$ cat src/rtl/gpio_lvl_pkg.sv
package gpio_lvl_pkg;

  localparam int unsigned BUS_W          = 32;
  localparam int unsigned ADDR_W         = 5;
  localparam int unsigned LINES_PER_TYPE = 8;
  localparam int unsigned TYPE_STRIDE    = 4;

  // Register offsets (software-visible map)
  localparam logic [ADDR_W-1:0] OFS_OUT     = 5'h00;
  localparam logic [ADDR_W-1:0] OFS_OE      = 5'h04;
  localparam logic [ADDR_W-1:0] OFS_IN      = 5'h08;
  localparam logic [ADDR_W-1:0] OFS_STAT    = 5'h0C;
  localparam logic [ADDR_W-1:0] OFS_TYPE_LO = 5'h10;
  localparam logic [ADDR_W-1:0] OFS_MASK    = 5'h14;
  localparam logic [ADDR_W-1:0] OFS_TYPE_HI = 5'h18;
  localparam logic [ADDR_W-1:0] OFS_MUX     = 5'h1C;

  // Bits of a type register that hold a polarity for an existing line
  function automatic logic [BUS_W-1:0] type_field_mask(input int unsigned reg_idx,
                                                       input int unsigned n_pins);
    logic [BUS_W-1:0] m;
    m = '0;
    for (int unsigned k = 0; k < LINES_PER_TYPE; k++) begin
      if (reg_idx * LINES_PER_TYPE + k < n_pins) m[k*TYPE_STRIDE] = 1'b1;
    end
    return m;
  endfunction

endpackage

$ cat src/rtl/gpio_lvl_sync.sv
module gpio_lvl_sync #(
  parameter int unsigned WIDTH = 12
) (
  input  logic             clk,
  input  logic             rst_n,
  input  logic [WIDTH-1:0] async_in,
  output logic [WIDTH-1:0] sync_out
);

  logic [WIDTH-1:0] meta_q, meta_d;
  logic [WIDTH-1:0] sync_q, sync_d;

  always_comb begin
    meta_d = async_in;
    sync_d = meta_q;
  end

  always_ff @(posedge clk or negedge rst_n) begin
    if (!rst_n) begin
      meta_q <= '0;
      sync_q <= '0;
    end else begin
      meta_q <= meta_d;
      sync_q <= sync_d;
    end
  end

  assign sync_out = sync_q;


  sync_stage_chk: assert property (@(posedge clk) disable iff (!rst_n)
    1'b1 |=> (sync_q == $past(meta_q)));

endmodule

$ cat src/rtl/gpio_lvl_regs.sv
module gpio_lvl_regs
  import gpio_lvl_pkg::*;
#(
  parameter int unsigned N_PINS = 12
) (
  input  logic              clk,
  input  logic              rst_n,
  input  logic              wr_en,
  input  logic [ADDR_W-1:0] addr,
  input  logic [BUS_W-1:0]  wdata,
  input  logic [N_PINS-1:0] lvl_sync,
  input  logic [N_PINS-1:0] status,
  output logic [BUS_W-1:0]  rdata,
  output logic [N_PINS-1:0] out_val,
  output logic [N_PINS-1:0] out_en,
  output logic [N_PINS-1:0] irq_en,
  output logic [N_PINS-1:0] pol,
  output logic [N_PINS-1:0] ack,
  output logic [BUS_W-1:0]  mux_word
);

  localparam logic [BUS_W-1:0] TMASK_LO = type_field_mask(0, N_PINS);
  localparam logic [BUS_W-1:0] TMASK_HI = type_field_mask(1, N_PINS);

  logic [N_PINS-1:0] out_q, out_d;
  logic [N_PINS-1:0] oe_q,  oe_d;
  logic [N_PINS-1:0] en_q,  en_d;
  logic [BUS_W-1:0]  tlo_q, tlo_d;
  logic [BUS_W-1:0]  thi_q, thi_d;
  logic [BUS_W-1:0]  mux_q, mux_d;

  // Next-state
  always_comb begin
    out_d = out_q;
    oe_d  = oe_q;
    en_d  = en_q;
    tlo_d = tlo_q;
    thi_d = thi_q;
    mux_d = mux_q;
    if (wr_en) begin
      case (addr)
        OFS_OUT:     out_d = wdata[N_PINS-1:0];
        OFS_OE:      oe_d  = wdata[N_PINS-1:0];
        OFS_MASK:    en_d  = wdata[N_PINS-1:0];
        OFS_TYPE_LO: tlo_d = wdata & TMASK_LO;
        OFS_TYPE_HI: thi_d = wdata & TMASK_HI;
        OFS_MUX:     mux_d = wdata;
        default: ;
      endcase
    end
  end

  // Registers
  always_ff @(posedge clk or negedge rst_n) begin
    if (!rst_n) begin
      out_q <= '0;
      oe_q  <= '0;
      en_q  <= '0;
      tlo_q <= '0;
      thi_q <= '0;
      mux_q <= '0;
    end else begin
      out_q <= out_d;
      oe_q  <= oe_d;
      en_q  <= en_d;
      tlo_q <= tlo_d;
      thi_q <= thi_d;
      mux_q <= mux_d;
    end
  end

  // Polarity fan-out: low type register for the first lines, high for the rest
  for (genvar i = 0; i < N_PINS; i++) begin : g_pol
    localparam int unsigned POS = (i % LINES_PER_TYPE) * TYPE_STRIDE;
    if (i < LINES_PER_TYPE) begin : g_lo
      assign pol[i] = tlo_q[POS];
    end else begin : g_hi
      assign pol[i] = thi_q[POS];
    end
  end

  assign ack = (wr_en && (addr == OFS_STAT)) ? wdata[N_PINS-1:0] : '0;

  // Read mux
  always_comb begin
    rdata = '0;
    case (addr)
      OFS_OUT:     rdata[N_PINS-1:0] = out_q;
      OFS_OE:      rdata[N_PINS-1:0] = oe_q;
      OFS_IN:      rdata[N_PINS-1:0] = lvl_sync;
      OFS_STAT:    rdata[N_PINS-1:0] = status;
      OFS_TYPE_LO: rdata             = tlo_q;
      OFS_MASK:    rdata[N_PINS-1:0] = en_q;
      OFS_TYPE_HI: rdata             = thi_q;
      OFS_MUX:     rdata             = mux_q;
      default:     rdata             = '0;
    endcase
  end

  assign out_val  = out_q;
  assign out_en   = oe_q;
  assign irq_en   = en_q;
  assign mux_word = mux_q;


  out_wr_chk: assert property (@(posedge clk) disable iff (!rst_n)
    (wr_en && addr == OFS_OUT) |=> (out_val == $past(wdata[N_PINS-1:0])));


  mux_wr_chk: assert property (@(posedge clk) disable iff (!rst_n)
    (wr_en && addr == OFS_MUX) |=> (mux_word == $past(wdata)));


  mux_hold_chk: assert property (@(posedge clk) disable iff (!rst_n)
    !(wr_en && addr == OFS_MUX) |=> $stable(mux_word));

endmodule

$ cat src/rtl/gpio_lvl_irq.sv
module gpio_lvl_irq #(
  parameter int unsigned N_PINS = 12
) (
  input  logic              clk,
  input  logic              rst_n,
  input  logic [N_PINS-1:0] lvl_sync,
  input  logic [N_PINS-1:0] pol,
  input  logic [N_PINS-1:0] irq_en,
  input  logic [N_PINS-1:0] ack,
  output logic [N_PINS-1:0] status,
  output logic              irq
);

  logic [N_PINS-1:0] active;
  logic [N_PINS-1:0] stat_q, stat_d;

  // Polarity 1 inverts the sense: a low pin is the active level
  assign active = lvl_sync ^ pol;

  // Set has priority over acknowledge
  always_comb begin
    stat_d = (stat_q & ~ack) | active;
  end

  always_ff @(posedge clk or negedge rst_n) begin
    if (!rst_n) stat_q <= '0;
    else        stat_q <= stat_d;
  end

  assign status = stat_q;
  assign irq    = |(stat_q & irq_en);


  status_set_chk: assert property (@(posedge clk) disable iff (!rst_n)
    (active != '0) |=> ((status & $past(active)) == $past(active)));


  status_clear_chk: assert property (@(posedge clk) disable iff (!rst_n)
    1'b1 |=> ((($past(status) & ~status) & ~$past(ack)) == '0));

endmodule

$ cat src/rtl/gpio_lvl_ctrl.sv
module gpio_lvl_ctrl
  import gpio_lvl_pkg::*;
#(
  parameter int unsigned N_PINS = 12
) (
  input  logic              clk,
  input  logic              rst_n,
  input  logic              psel,
  input  logic              penable,
  input  logic              pwrite,
  input  logic [ADDR_W-1:0] paddr,
  input  logic [BUS_W-1:0]  pwdata,
  output logic [BUS_W-1:0]  prdata,
  input  logic [N_PINS-1:0] pin_in,
  output logic [N_PINS-1:0] pin_out,
  output logic [N_PINS-1:0] pin_oe,
  output logic [BUS_W-1:0]  mux_ctl,
  output logic              irq
);

  // Reset: asserted asynchronously, released on a clock edge
  logic [1:0] rst_sq;
  logic       rst_sync_n;

  always_ff @(posedge clk or negedge rst_n) begin
    if (!rst_n) rst_sq <= 2'b00;
    else        rst_sq <= {rst_sq[0], 1'b1};
  end
  assign rst_sync_n = rst_sq[1];

  logic              wr_en;
  logic [N_PINS-1:0] lvl_sync;
  logic [N_PINS-1:0] status;
  logic [N_PINS-1:0] irq_en;
  logic [N_PINS-1:0] pol;
  logic [N_PINS-1:0] ack;

  assign wr_en = psel & penable & pwrite;

  gpio_lvl_sync #(.WIDTH(N_PINS)) u_sync (
    .clk      (clk),
    .rst_n    (rst_sync_n),
    .async_in (pin_in),
    .sync_out (lvl_sync)
  );

  gpio_lvl_regs #(.N_PINS(N_PINS)) u_regs (
    .clk      (clk),
    .rst_n    (rst_sync_n),
    .wr_en    (wr_en),
    .addr     (paddr),
    .wdata    (pwdata),
    .lvl_sync (lvl_sync),
    .status   (status),
    .rdata    (prdata),
    .out_val  (pin_out),
    .out_en   (pin_oe),
    .irq_en   (irq_en),
    .pol      (pol),
    .ack      (ack),
    .mux_word (mux_ctl)
  );

  gpio_lvl_irq #(.N_PINS(N_PINS)) u_irq (
    .clk      (clk),
    .rst_n    (rst_sync_n),
    .lvl_sync (lvl_sync),
    .pol      (pol),
    .irq_en   (irq_en),
    .ack      (ack),
    .status   (status),
    .irq      (irq)
  );


  irq_mask_chk: assert property (@(posedge clk) disable iff (!rst_sync_n)
    (irq_en == '0) |-> !irq);


  irq_pend_chk: assert property (@(posedge clk) disable iff (!rst_sync_n)
    ((status & irq_en) != '0) |-> irq);


  no_write_chk: assert property (@(posedge clk) disable iff (!rst_sync_n)
    !wr_en |=> ($stable(pin_out) && $stable(pin_oe)));

endmodule

$ cat config.mk
export PLATFORM = sky130hd
export DESIGN_NAME = gpio_lvl_ctrl
export DESIGN_NICKNAME = d
export VERILOG_FILES = /design/src/rtl/gpio_lvl_pkg.sv /design/src/rtl/gpio_lvl_sync.sv /design/src/rtl/gpio_lvl_regs.sv /design/src/rtl/gpio_lvl_irq.sv /design/src/rtl/gpio_lvl_ctrl.sv
export SDC_FILE = /design/constraint.sdc
export NUM_CORES = 1
export LEC_CHECK = 0
export ABC_CLOCK_PERIOD_IN_PS = 9600
export CAP_MARGIN = 20
export CORE_UTILIZATION = 30
export CTS_BUF_LIST = sky130_fd_sc_hd__clkbuf_8
export CTS_CLUSTER_DIAMETER = 40
export DETAILED_ROUTE_END_ITERATION = 16
export PLACE_DENSITY = 0.62
export SLEW_MARGIN = 5
export SYNTH_ARGS = -nofsm -noshare
export SYNTH_HDL_FRONTEND = slang
export SYNTH_SLANG_ARGS = --single-unit
$ cat constraint.sdc
create_clock -name clk -period 9.6 [get_ports clk]
set_clock_uncertainty 0.15 [all_clocks]
set_input_delay 1.92 -clock clk [delete_from_list [all_inputs] [get_ports clk]]
set_output_delay 1.92 -clock clk [all_outputs]
set_load 0.005 [all_outputs]
==> Word level (Yosys, flattened, before mapping) <==
Index checks and enable logic that the tools add are counted.
{ "word_totals": {"mem_count": 0, "inputBits": 54, "latch_bits": 0, "mem_bits_rw": 0, "romBits": 0, "output_inout_bits": 89, "register_bits": 118} }
{ "classes": {"muxes": 3, "n_addsub": 0, "eq_ne": 7, "n_lt_le_gt_ge": 0, "div_mod_pow": 0, "n_bitwise": 7, "multipliers": 0, "shifts": 0, "reduce_logical": 9} }
{ "op_table": {"columns": ["op", "n"], "rows": [
  ["one-hot mux 12 bit (8 select lines)", 1],
  ["one-hot mux 20 bit (3 select lines)", 1],
  ["bitwise AND 12 bit", 2],
  ["equality test 5 bit (second input constant)", 4],
  ["two-way mux 12 bit", 1],
  ["inverter 12 bit", 1],
  ["bitwise OR 12 bit", 1],
  ["AND reduction 2 bit", 6],
  ["OR reduction 12 bit", 1],
  ["bitwise XOR 12 bit", 1],
  ["equality test 5 x 4 -> 1 bit (second input constant)", 2],
  ["equality test 5 x 3 -> 1 bit (second input constant)", 1],
  ["logical NOT 5 bit", 1],
  ["bitwise AND 1 bit", 2],
  ["logical AND 1 bit", 1]
]} }

==> Logic depth before layout (Yosys ltp) <==
Gate-level depths: netlist of run 1.
{ "depth": {"depth_word": 7, "mapped_depth": 6, "mapped_depth_nobuf": 4} }

==> Hierarchy <==
Synthesis of run 1 repeated with hierarchy kept, for this count alone.
{ "hier_totals": {"cells_unflattened": 394, "hier_area_um2": 5296.3} }
{ "modules_own_cells": {"columns": ["mod", "cells_each", "area_per_inst_um2", "instances"], "rows": [
  ["gpio_lvl_regs", 311, 4048.9, 1],
  ["gpio_lvl_sync", 24, 600.6, 1],
  ["gpio_lvl_irq", 55, 586.8, 1],
  ["gpio_lvl_ctrl", 4, 60.1, 1]
]} }

==> Worst setup path before layout of run 1 <==
No wires, ideal clock.
{ "synth_path": {"kind": "input to output", "startpoint": "input port paddr[1]", "endpoint": "output port prdata[13]", "stages": 5, "t_required_ns": 7.530, "arrival_time_ns": 3.071, "path_buffers": 2, "slack_ns": 4.459, "path_cell_list": "or3b_1 > buf_4 > nor2_2 > clkbuf_1 > and2_1"} }
{ "synth_via": {"elab_chain_cells": 2, "word_cells_on_any_way": 4} }
{ "synth_lines": {"columns": ["element", "line", "text"], "rows": [
  ["start: declaration", "gpio_lvl_ctrl.sv:11", "input logic [ADDR_W-1:0] paddr,"],
  ["equality test 5 bit", "gpio_lvl_regs.sv:87", "case (addr)"],
  ["one-hot mux 20 bit (3 select lines) (*)", "gpio_lvl_regs.sv:87", null],
  ["end: declaration", "gpio_lvl_ctrl.sv:13", "output logic [BUS_W-1:0] prdata,"]
]} }
Every way passes the cells marked *; elsewhere a longest branch is shown, timed or not.

==> Final worst setup path of run 1 <==
{ "layout_path": {"startpoint": "input port paddr[4]", "endpoint": "output port prdata[0]"} }
{ "layout_via": {"elab_chain_cells": 2, "word_cells_on_any_way": 9} }
{ "layout_lines": {"columns": ["element", "line"], "rows": [
  ["equality test 5 bit, or another cell as far along", "gpio_lvl_regs.sv:87"],
  ["one-hot mux 12 bit (8 select lines) (*)", "gpio_lvl_regs.sv:87"]
]} }
Marks and branches as above.

==> results of run 1 <==
power by group through the flow:
stage / clock network (W) / logic, W / registers (W)
floorplan: 0 / 0.0000565 / 0.000567
global route: 0.000584 / 0.000161 / 0.000568
finish: 0.000544 / 0.000151 / 0.000563
detailed placement: 0 / 0.000150 / 0.000572
CTS: 0.000560 / 0.000151 / 0.000563
global placement: 0 / 0.000147 / 0.000571
cell type report:
cell class | count | area (sq um)
clock inverter | 12 | 206
multi-input combinational | 234 | 2060
tap | 220 | 275
fill | 1513 | 9300
timing repair buffer | 149 | 1500
clock buffer | 20 | 275
inverter | 3 | 11.3
sequential | 118 | 2960
cells by family after synthesis:
logic type | Yosys count
multiplexers | 102
AO/OA/AOI/OAI | 52
XOR/XNOR | 12
flip-flops | 118
other | 1
buffers and inverters | 18
AND/OR/NAND/NOR | 67
synthesized netlist by cell type, types with 3 or more instances:
cell	count	share of area [%]
a21o_1	12	1.8
a21oi_1	9	0.88
a221oi_1	3	0.52
a22o_1	7	1.2
a22oi_1	9	1.3
and2_1	15	1.8
buf_2	6	0.59
buf_4	6	0.88
dfrtp_1	118	58
mux2_2	82	18
mux2i_1	14	2.7
mux4_2	5	2.2
nand2_1	20	1.5
nand3_1	4	0.39
nor2_1	15	1.1
nor3_1	3	0.29
o211ai_1	3	0.44
o21ai_0	4	0.39
o221ai_1	3	0.52
xor2_1	12	2.1
per-stage QoR:
step	total power, W	cells	instance area, sq um	utilization [%]	hold slack (ns)
final	0.00126	756	7280	43.9	0.141
after global routing	0.00131	756	7280	43.9	0.190
after CTS	0.00127	754	7240	43.7	0.165
after detailed placement	0.000722	722	6760	40.8	0.164
after global placement	0.000718	722	6760	40.8	0.158
after floorplan	0.000624	370	5100	-	0.181
worst max-delay path by stage:
stage             start  cells past startpoint    endpoint
6_report       paddr[4]                      7   prdata[0]
5_1_grt        paddr[4]                      7   prdata[0]
4_1_cts        paddr[4]                      7   prdata[0]
3_5_place_dp   paddr[4]                      7   prdata[0]
3_3_place_gp   paddr[4]                      7   prdata[0]
2_1_floorplan  paddr[1]                      5  prdata[13]
metal layers:
layer,vias up,routed length (microns),GRT usage [%]
li1,1650,-,-
met1,1893,6320,22.5
met2,135,6970,27.1
met3,15,958,5.38
met4,0,153,5.36
met5,-,0,0
flip-flops by register name, summed over array words and instances (netlist names):
signal           count
u_sync.meta_q       12
u_regs.tlo_q         8
u_regs.irq_en       12
u_regs.out_val      12
u_regs.mux_word     32
u_sync.sync_out     12
u_irq.status        12
u_regs.out_en       12
u_regs.thi_q         4
rst_sq               2
==> impl_results.md, run 1 <==
* CTS root buf: clkbuf_8
* Yosys warns at 0
* Crit path max-delay family: buffers and inverters
* CP peak stage delay at 1.00 ns
* Crit-path max FO at 21
* Final count of hold timing violations at 0
* R2R depth at 2
* Most frequent cells in the layout: clkdlybuf4s50_1 (142), dfrtp_1 (117), mux2_2 (82)
* Place WS at 2.40 ns
* Number of flops mapped to enable cells by yosys at 0
* Iteration-0 DRC Markers at 275
* Setup bufs post-CTS at 0
* Post-CTS Hold Fix Bufs at 0
* RSZ-0062 raised after global routing: no
* Multiplexer area fraction after synthesis at 23.3%
* DRC viols at 0
* Io pins at 143
* Post-Synth Adder-Cell Area at 0%
* Netlist cell types at 36
* Worst-path cell chain: clkdlybuf4s50_1, or3b_1, nor2_2, buf_4, a22oi_1, o21ai_0, clkdlybuf4s50_1
* Port bufs at 142
* CP required at 7.53 ns
* Clock Sinks at 118
* CORE AREA at 16600 sq um
* Most frequent CP cell: clkdlybuf4s50_1
* Final net count at 577
* Vias in the first global route at 3779
* Die Y at 132 microns
* CTS Buf Count at 17
* Slew @ Worst Pin at 1.04 ns
* # Max-Cap Violations at 0
* Pwr dens at 173 nW/um^2
* Status: finished clean
* Max clock buf depth at 2
* Final worst slack at 2.32 ns
* Synth Area in XOR/XNOR at 2.06%
* Internal Pwr Total at 0.000978 W
* Tmin final at 7.28 ns
* Comb pwr share at 12.0%
* Kind of critical path: in -> out
* Area growth syn-to-layout at 42.8%
* Sequential Power Share at 44.8%
* Switching Share at 22.2%
* Vias per inst at 4.88
* Final setup vio count at 0
* CP max stage cell: clkdlybuf4s50_1
* Fin. max-slew vios at 0
* Max Clock Freq at 137 MHz
* CTS tree: done
* # rows at 47
* Inserted Diodes at 0
* Reg clk slew, reported paths at 0.07 ns
* Switching Power at 0.000279 W
* Most common cell after layout, fill and taps aside: clkdlybuf4s50_1
* Largest family of logic cells by synthesized area: multiplexers
* Share of the yosys chip area belonging to registers at 57.9%
* Worst setup SP type: input port
* Mapped Cells at 370
* CP arrival at 5.21 ns
* Final ANT Viol Nets at 0
* Reg2reg end: u_sync.sync_out[7]
* Post-Syn Nets at 424
* Relative slew margins at 30.1%
* Critical path endpoint category: primary output
* Reg2reg start: rst_sq[1]
* Primary FF master, synth: dfrtp_1
* Tot GR Track Use at 17.2%
* Share of layout cells above drive strength 1 at 24.8%
* Gr ovfl total at 0
* DP HPWL at 10300 microns
* Worst Path Buf+Inv at 3
* GP Congestion at 0.833
* Die area at 17500 sq um
* DR vias at 3693
* Reg2Reg Setup Slack at 8.17 ns
* Synthesized cell area at 5100 sq um
* Synth Register Bits at 118
* Post-cts sizing count at 0
* Synth Area in Compound Gates at 7.29%
* Hold Crit Class: reg -> async
* Initial Util at 30.7%
* Synth Area in Simple Gates at 7.44%
* Async set-reset flop share out of synthesis at 100%
* Pin count of the biggest net entering global routing at 81
* Avg Inst Size Synth at 13.8 sq um
* Skew-Pair Late Insertion Delay at 0.43 ns
* First-pass GRT wire length at 22400 microns
* H-tree levels at 4
* Crit share post-route at 75.9%
* DR WL/cell at 19.1 microns
* Clk network pwr share at 43.2%
* Leak pwr at 3.14 nW
* 1st-pass router iterations at 4
* Initial antenna violation count at 0
* Die span in x at 132 microns
* WL final at 14400 microns
* VDD IR-drop max at 78.7 uV
* Setup TNS Final at 0 ns
Power figures use the tool's default switching activity.
==> run 2, diff against run 1 <==
--- a/config.mk
+++ b/config.mk
@@ -5,13 +5,13 @@
 export SDC_FILE = /design/constraint.sdc
 export NUM_CORES = 1
 export LEC_CHECK = 0
-export ABC_CLOCK_PERIOD_IN_PS = 9600
+export ABC_CLOCK_PERIOD_IN_PS = 6400
 export CAP_MARGIN = 20
 export CORE_UTILIZATION = 30
 export CTS_BUF_LIST = sky130_fd_sc_hd__clkbuf_8
 export CTS_CLUSTER_DIAMETER = 40
 export DETAILED_ROUTE_END_ITERATION = 16
-export PLACE_DENSITY = 0.62
+export PLACE_DENSITY = 0.64
 export SLEW_MARGIN = 5
 export SYNTH_ARGS = -nofsm -noshare
 export SYNTH_HDL_FRONTEND = slang
==> constraint.sdc (replaced) <==
create_clock -name clk -period 6.4 [get_ports clk]
set_clock_uncertainty 0.15 [all_clocks]
set_input_delay 1.28 -clock clk [delete_from_list [all_inputs] [get_ports clk]]
set_output_delay 1.28 -clock clk [all_outputs]
set_load 0.005 [all_outputs]
==> run 2 against run 1 <==
Register-to-register slack worse by 3.6 ns. First-iteration DRC count decreased by 13%. Critical path depth fell by 1. Power rose by 42%. Design area down 0.86%. Utilization decreased by 0.38 points. Global-route usage down 0.060 points. Combinational power increased by 49%. Largest power group unchanged.
==> impl_results.md, run 2 (same netlist as run 1, synthesis figures left out) <==
* Gr ovfl total at 0 (unchanged)
* # placed instances at 727 (+0.69%)
* DRC viols at 0 (unchanged)
* Leak pwr at 3.11 nW (-0.92%)
* Final worst slack at 1.02 ns (-1.30 ns)
* Setup bufs post-CTS at 0 (unchanged)
* Reg2reg start: rst_sq[1]
* 1st-pass router iterations at 4 (unchanged)
* Clock Sinks at 118 (unchanged)
* Die span in x at 132 microns (unchanged)
* Initial antenna violation count at 0 (unchanged)
* Pin count of the biggest net entering global routing at 75 (-7.4%)
* Final count of hold timing violations at 0 (unchanged)
* Tot GR Track Use at 17.1% (-0.060 points)
* Reg2Reg Setup Slack at 4.57 ns (-3.60 ns)
* Die Y at 132 microns (unchanged)
* Final net count at 580 (+0.52%)
* Inserted Diodes at 0 (unchanged)
* Setup TNS Final at 0 ns (unchanged)
* Relative slew margins at 24.1% (-6.0 points)
* Critical path endpoint category: primary output
* CP required at 4.97 ns (-2.56 ns)
* DR vias at 3679 (-0.38%)
* VDD IR-drop max at 181 uV (+130%)
* Crit-path max FO at 13 (-38%)
* Initial Util at 30.7% (unchanged)
* Skew-Pair Late Insertion Delay at 0.43 ns (about the same)
* First-pass GRT wire length at 22300 microns (-0.67%)
* CTS Buf Count at 17 (unchanged)
* RSZ-0062 raised after global routing: no
* Status: finished clean
* DP HPWL at 10300 microns (about the same)
* Design Power at 0.00178 W (+42%)
* Crit share post-route at 84.1%
* Worst setup SP type: input port
* Tmin final at 5.38 ns
* Kind of critical path: in -> out
* Final ANT Viol Nets at 0 (unchanged)
* Place WS at 1.05 ns (-1.35 ns)
* Vias per inst at 4.85 (-0.77%)
* Hold Crit Class: reg -> async
* Max Clock Freq at 186 MHz
* CTS root buf: clkbuf_8
* Fin. max-slew vios at 0 (unchanged)
* Share of layout cells above drive strength 1 at 25.2% (+0.42 points)
* Slew @ Worst Pin at 1.13 ns (+0.0890 ns)
* Vias in the first global route at 3865 (+2.3%)
* R2R depth at 1 (-1)
* DR WL/cell at 18.7 microns (-2.0%)
* WL final at 14200 microns (-1.6%)
* Most frequent cells in the layout: clkdlybuf4s50_1 (142), dfrtp_1 (117), mux2_2 (82)
* Iteration-0 DRC Markers at 240 (-13%)
* Max clock buf depth at 2 (unchanged)
* Reg clk slew, reported paths at 0.07 ns (about the same)
* H-tree levels at 4 (unchanged)
* Post-cts sizing count at 0 (unchanged)
* GP Congestion at 0.857 (+2.9%)
* Port bufs at 142 (unchanged)
* Area growth syn-to-layout at 41.6%
* Layout Cells excl Fill at 759 (+0.40%)
* # Max-Cap Violations at 0 (unchanged)
* Most common cell after layout, fill and taps aside: clkdlybuf4s50_1
* Max FFs per register at 32 (unchanged)
* Pwr dens at 247 nW/um^2 (+43%)
* CP arrival at 3.95 ns (-1.26 ns)
* Die area at 17500 sq um (unchanged)
* Post-CTS Hold Fix Bufs at 0 (unchanged)
* CTS tree: done
* # rows at 47 (unchanged)
* Reg2reg end: u_regs.out_val[7]
* Io pins at 143 (unchanged)
* CORE AREA at 16600 sq um (unchanged)
* Final setup vio count at 0 (unchanged)
## run 2: cell types whose count changed in the layout (fill, tap and decap cells not counted), sizes merged
cell | previous run | this run
clkbuf | 20 | 21
bufinv | 6 | 3
clkinvlp | 0 | 2
buf | 7 | 10
## run 2: cell type report
| type | instances | area (sq um) |
|---|---|---|
| Fill cell | 1533 | 9370 |
| Sequential cell | 118 | 2960 |
| Multi-Input combinational cell | 234 | 2060 |
| Timing Repair Buffer | 152 | 1500 |
| Clock buffer | 21 | 289 |
| Tap cell | 220 | 275 |
| Clock inverter | 11 | 131 |
| Inverter | 3 | 11.3 |
## run 2: where the power goes
| group | internal [W] | switching [W] |
|---|---|---|
| logic | 0.000143 | 0.0000827 |
| clock network | 0.000420 | 0.000292 |
| registers | 0.000796 | 0.0000455 |
| total | 0.00136 | 0.000421 |
## run 2: worst max-delay path by stage
stage | startpoint | to | slack (ns) | cells after the start
3_5_place_dp | paddr[4] | prdata[4] | 1.05 | 7
6_report | paddr[4] | prdata[0] | 1.02 | 6
2_1_floorplan | paddr[1] | prdata[13] | 2.54 | 5
5_1_grt | paddr[4] | prdata[0] | 0.86 | 6
4_1_cts | paddr[4] | prdata[4] | 1.05 | 7
3_3_place_gp | paddr[4] | prdata[0] | 1.09 | 6
## run 2: routing by layer
metal | part of all wire [%] | wire [microns] | track usage, % | vias up
li1 | - | - | - | 1657
met1 | 43 | 6040 | 22.1 | 1851
met2 | 48 | 6740 | 26.6 | 154
met3 | 8.3 | 1170 | 5.61 | 17
met4 | 1.5 | 215 | 6.77 | 0
met5 | 0 | 0 | 0 | -
## run 2: per-stage QoR
step	cell area (sq um)	utilization, %	hold WS (ns)
after global routing	7220	43.5	0.209
after CTS	7220	43.5	0.201
after floorplan	5100	-	0.181
final	7220	43.5	0.180
after global placement	6800	41.0	0.185
after detailed placement	6800	41.0	0.186
## run 2: critical path, cell delays in order
cell and delay, ns:
clkdlybuf4s50_1 0.56, or3_1 0.71, nor2_1 0.52, a22oi_1 0.11, o21ai_0 0.18, clkdlybuf4s50_1 0.59
==> run 3, diff against run 2 <==
--- a/config.mk
+++ b/config.mk
@@ -5,7 +5,7 @@
 export SDC_FILE = /design/constraint.sdc
 export NUM_CORES = 1
 export LEC_CHECK = 0
-export ABC_CLOCK_PERIOD_IN_PS = 6400
+export ABC_CLOCK_PERIOD_IN_PS = 4600
 export CAP_MARGIN = 20
 export CORE_UTILIZATION = 30
 export CTS_BUF_LIST = sky130_fd_sc_hd__clkbuf_8
==> constraint.sdc (replaced) <==
create_clock -name clk -period 4.6 [get_ports clk]
set_clock_uncertainty 0.15 [all_clocks]
set_input_delay 0.92 -clock clk [delete_from_list [all_inputs] [get_ports clk]]
set_output_delay 0.92 -clock clk [all_outputs]
set_load 0.005 [all_outputs]
==> run 3 against run 2 <==
Combinational power increased by 38%. Design area about the same. Global-route usage up 0.28 points. Critical path depth is 1 higher. Wire length is 2.1% higher. Power rose by 34%. Hold slack improved by 0.021 ns. Clock power grew 25%. Via count increased by 1.3%. Sequential share of layout area is essentially flat.
==> impl_results.md, run 3 (same netlist as run 1, synthesis figures left out) <==
* Status: finished clean
* Switching Power at 0.000604 W (+44%)
* Post-cts sizing count at 0 (unchanged)
* R2R depth at 1 (unchanged)
* RSZ-0062 raised after global routing: no
* Area growth syn-to-layout at 41.7% (about the same)
* DR vias at 3726 (+1.3%)
* Vias in the first global route at 4059 (+5.0%)
* Crit path from: paddr[4]
* Initial Util at 30.7% (unchanged)
* DR WL/cell at 18.9 microns (+1.2%)
* Final worst slack at 0.298 ns (-0.718 ns)
* Clk network pwr share at 37.4% (-2.7 points)
* Crit path to: prdata[6]
* GRT met2 Usage at 26.5% (-0.088 points)
* Most frequent CP cell: clkdlybuf4s50_1
* Hold Crit Class: reg -> reg
* DP HPWL at 10500 microns (+2.1%)
* H-tree levels at 4 (unchanged)
* Io pins at 143 (unchanged)
* Worst hold start: rst_sq[0]
* Kind of critical path: in -> out
* Share of layout cells above drive strength 1 at 26.6% (+1.3 points)
* GP Congestion at 0.822 (-4.1%)
* WL final at 14500 microns (+2.1%)
* Reg clk slew, reported paths at 0.07 ns (about the same)
* Reg2reg start: rst_sq[1]
* Most utilized layer in the global route result: met2
* Most frequent cells in the layout: clkdlybuf4s50_1 (142), dfrtp_1 (117), mux2_2 (82)
* Worst-path cell chain: clkdlybuf4s50_1, or3b_1, nor2_2, buf_4, nand2_1, o221ai_1, clkdlybuf4s50_1
* Final count of hold timing violations at 0 (unchanged)
* Max clock buf depth at 2 (unchanged)
* Most common cell after layout, fill and taps aside: clkdlybuf4s50_1
* Max Clock Freq at 232 MHz
* CTS tree: done
* Die span in x at 132 microns (unchanged)
* Met1 global-route usage at 22.4% (+0.31 points)
* Sequential Power Share at 49.5% (+2.2 points)
* Initial antenna violation count at 0 (unchanged)
* CORE AREA at 16600 sq um (unchanged)
* Switching Share at 25.4% (+1.8 points)
* Final ANT Viol Nets at 0 (unchanged)
* Reg2Reg Setup Slack at 2.82 ns (-1.75 ns)
* Worst setup SP type: input port
* Crit-path max FO at 22 (+9)
* Final setup vio count at 0 (unchanged)
* Gr ovfl total at 0 (unchanged)
* Inserted Diodes at 0 (unchanged)
* Port bufs at 142 (unchanged)
* Pwr dens at 329 nW/um^2 (+33%)
* Die Y at 132 microns (unchanged)
* Critical path endpoint category: primary output
* First-pass GRT wire length at 23000 microns (+3.1%)
* Comb pwr share at 13.1% (+0.4 points)
* Post-CTS Hold Fix Bufs at 0 (unchanged)
* Max FFs per register at 32 (unchanged)
* DRC viols at 0 (unchanged)
* CP max stage cell: clkdlybuf4s50_1
* Fin. max-slew vios at 0 (unchanged)
* Vias per inst at 4.86 (+0.35%)
* Die area at 17500 sq um (unchanged)
* Internal Pwr Total at 0.00177 W (+30%)
* Relative slew margins at 37.1% (+13 points)
* 1st-pass router iterations at 4 (unchanged)
* CP required at 3.53 ns (-1.44 ns)
* Tot GR Track Use at 17.4% (+0.28 points)
* Skew-Pair Late Insertion Delay at 0.44 ns (about the same)
* Hold Path Depth at 0
* Clock Sinks at 118 (unchanged)
* Worst path depth at 7 (+1)
* Leak pwr at 3.10 nW (-0.23%)
* Place WS at 0.301 ns (-0.752 ns)
* Reg2reg end: u_irq.status[0]
* Crit share post-route at 93.5%
* Slew @ Worst Pin at 0.943 ns (-0.188 ns)
* Crit path max-delay family: buffers and inverters
* Setup TNS Final at 0 ns (unchanged)
* Tmin final at 4.30 ns
* GR Util met3 at 5.92% (+0.31 points)
* Pin count of the biggest net entering global routing at 75 (unchanged)
* CTS root buf: clkbuf_8
* Worst Path Buf+Inv at 3 (+1)
* # Max-Cap Violations at 0 (unchanged)
* Final net count at 587 (+1.2%)
* Setup bufs post-CTS at 0 (unchanged)
* # rows at 47 (unchanged)
* VDD IR-drop max at 190 uV (+4.9%)
* CP arrival at 3.23 ns (-0.72 ns)
* CP peak stage delay at 0.57 ns (-0.14 ns)
* CTS Buf Count at 17 (unchanged)
* Design Power at 0.00238 W (+34%)
* Iteration-0 DRC Markers at 183 (-24%)
* Filler cells at 1567 (+2.2%)
## run 3: worst min-delay path by stage
stage | end | slack, ns
6_report | rst_sq[1] | 0.20
5_1_grt | u_sync.sync_out[5] | 0.22
4_1_cts | u_sync.sync_out[8] | 0.20
3_5_place_dp | u_sync.sync_out[8] | 0.19
3_3_place_gp | u_sync.sync_out[5] | 0.18
2_1_floorplan | rst_sq[1] | 0.18
## run 3: area by class of cell
class | instances | area (sq um) | area share, %
sequential | 118 | 2960 | 40.9
multi-input combinational | 234 | 2050 | 28.4
timing repair buffer | 159 | 1550 | 21.4
clock buffer | 20 | 275 | 3.81
tap | 220 | 275 | 3.81
clock inverter | 12 | 104 | 1.44
inverter | 3 | 11.3 | 0.156
## run 3: power by group through the flow
| stage | sequential (W) | clock [W] | combinational (W) |
|---|---|---|---|
| finish | 0.00118 | 0.000888 | 0.000311 |
| global route | 0.00119 | 0.000963 | 0.000335 |
| CTS | 0.00118 | 0.000918 | 0.000315 |
| detailed placement | 0.00120 | 0 | 0.000314 |
| global placement | 0.00119 | 0 | 0.000309 |
| floorplan | 0.00118 | 0 | 0.000118 |
## run 3: per-layer routing
layer / wire length (microns) / vias up / share of wire, %
met5: 0 / - / 0
met4: 378 / 0 / 2.6
met3: 986 / 30 / 6.8
met2: 6750 / 149 / 47
met1: 6350 / 1884 / 44
li1: - / 1663 / -
## run 3: per-stage QoR
stage	hold WS [ns]	cells	instance area, sq um	util [%]
detailed placement	0.187	734	6840	41.3
CTS	0.204	766	7220	43.6
global placement	0.185	734	6840	41.3
finish	0.200	766	7220	43.6
global route	0.215	766	7220	43.6
floorplan	0.181	370	5100	-
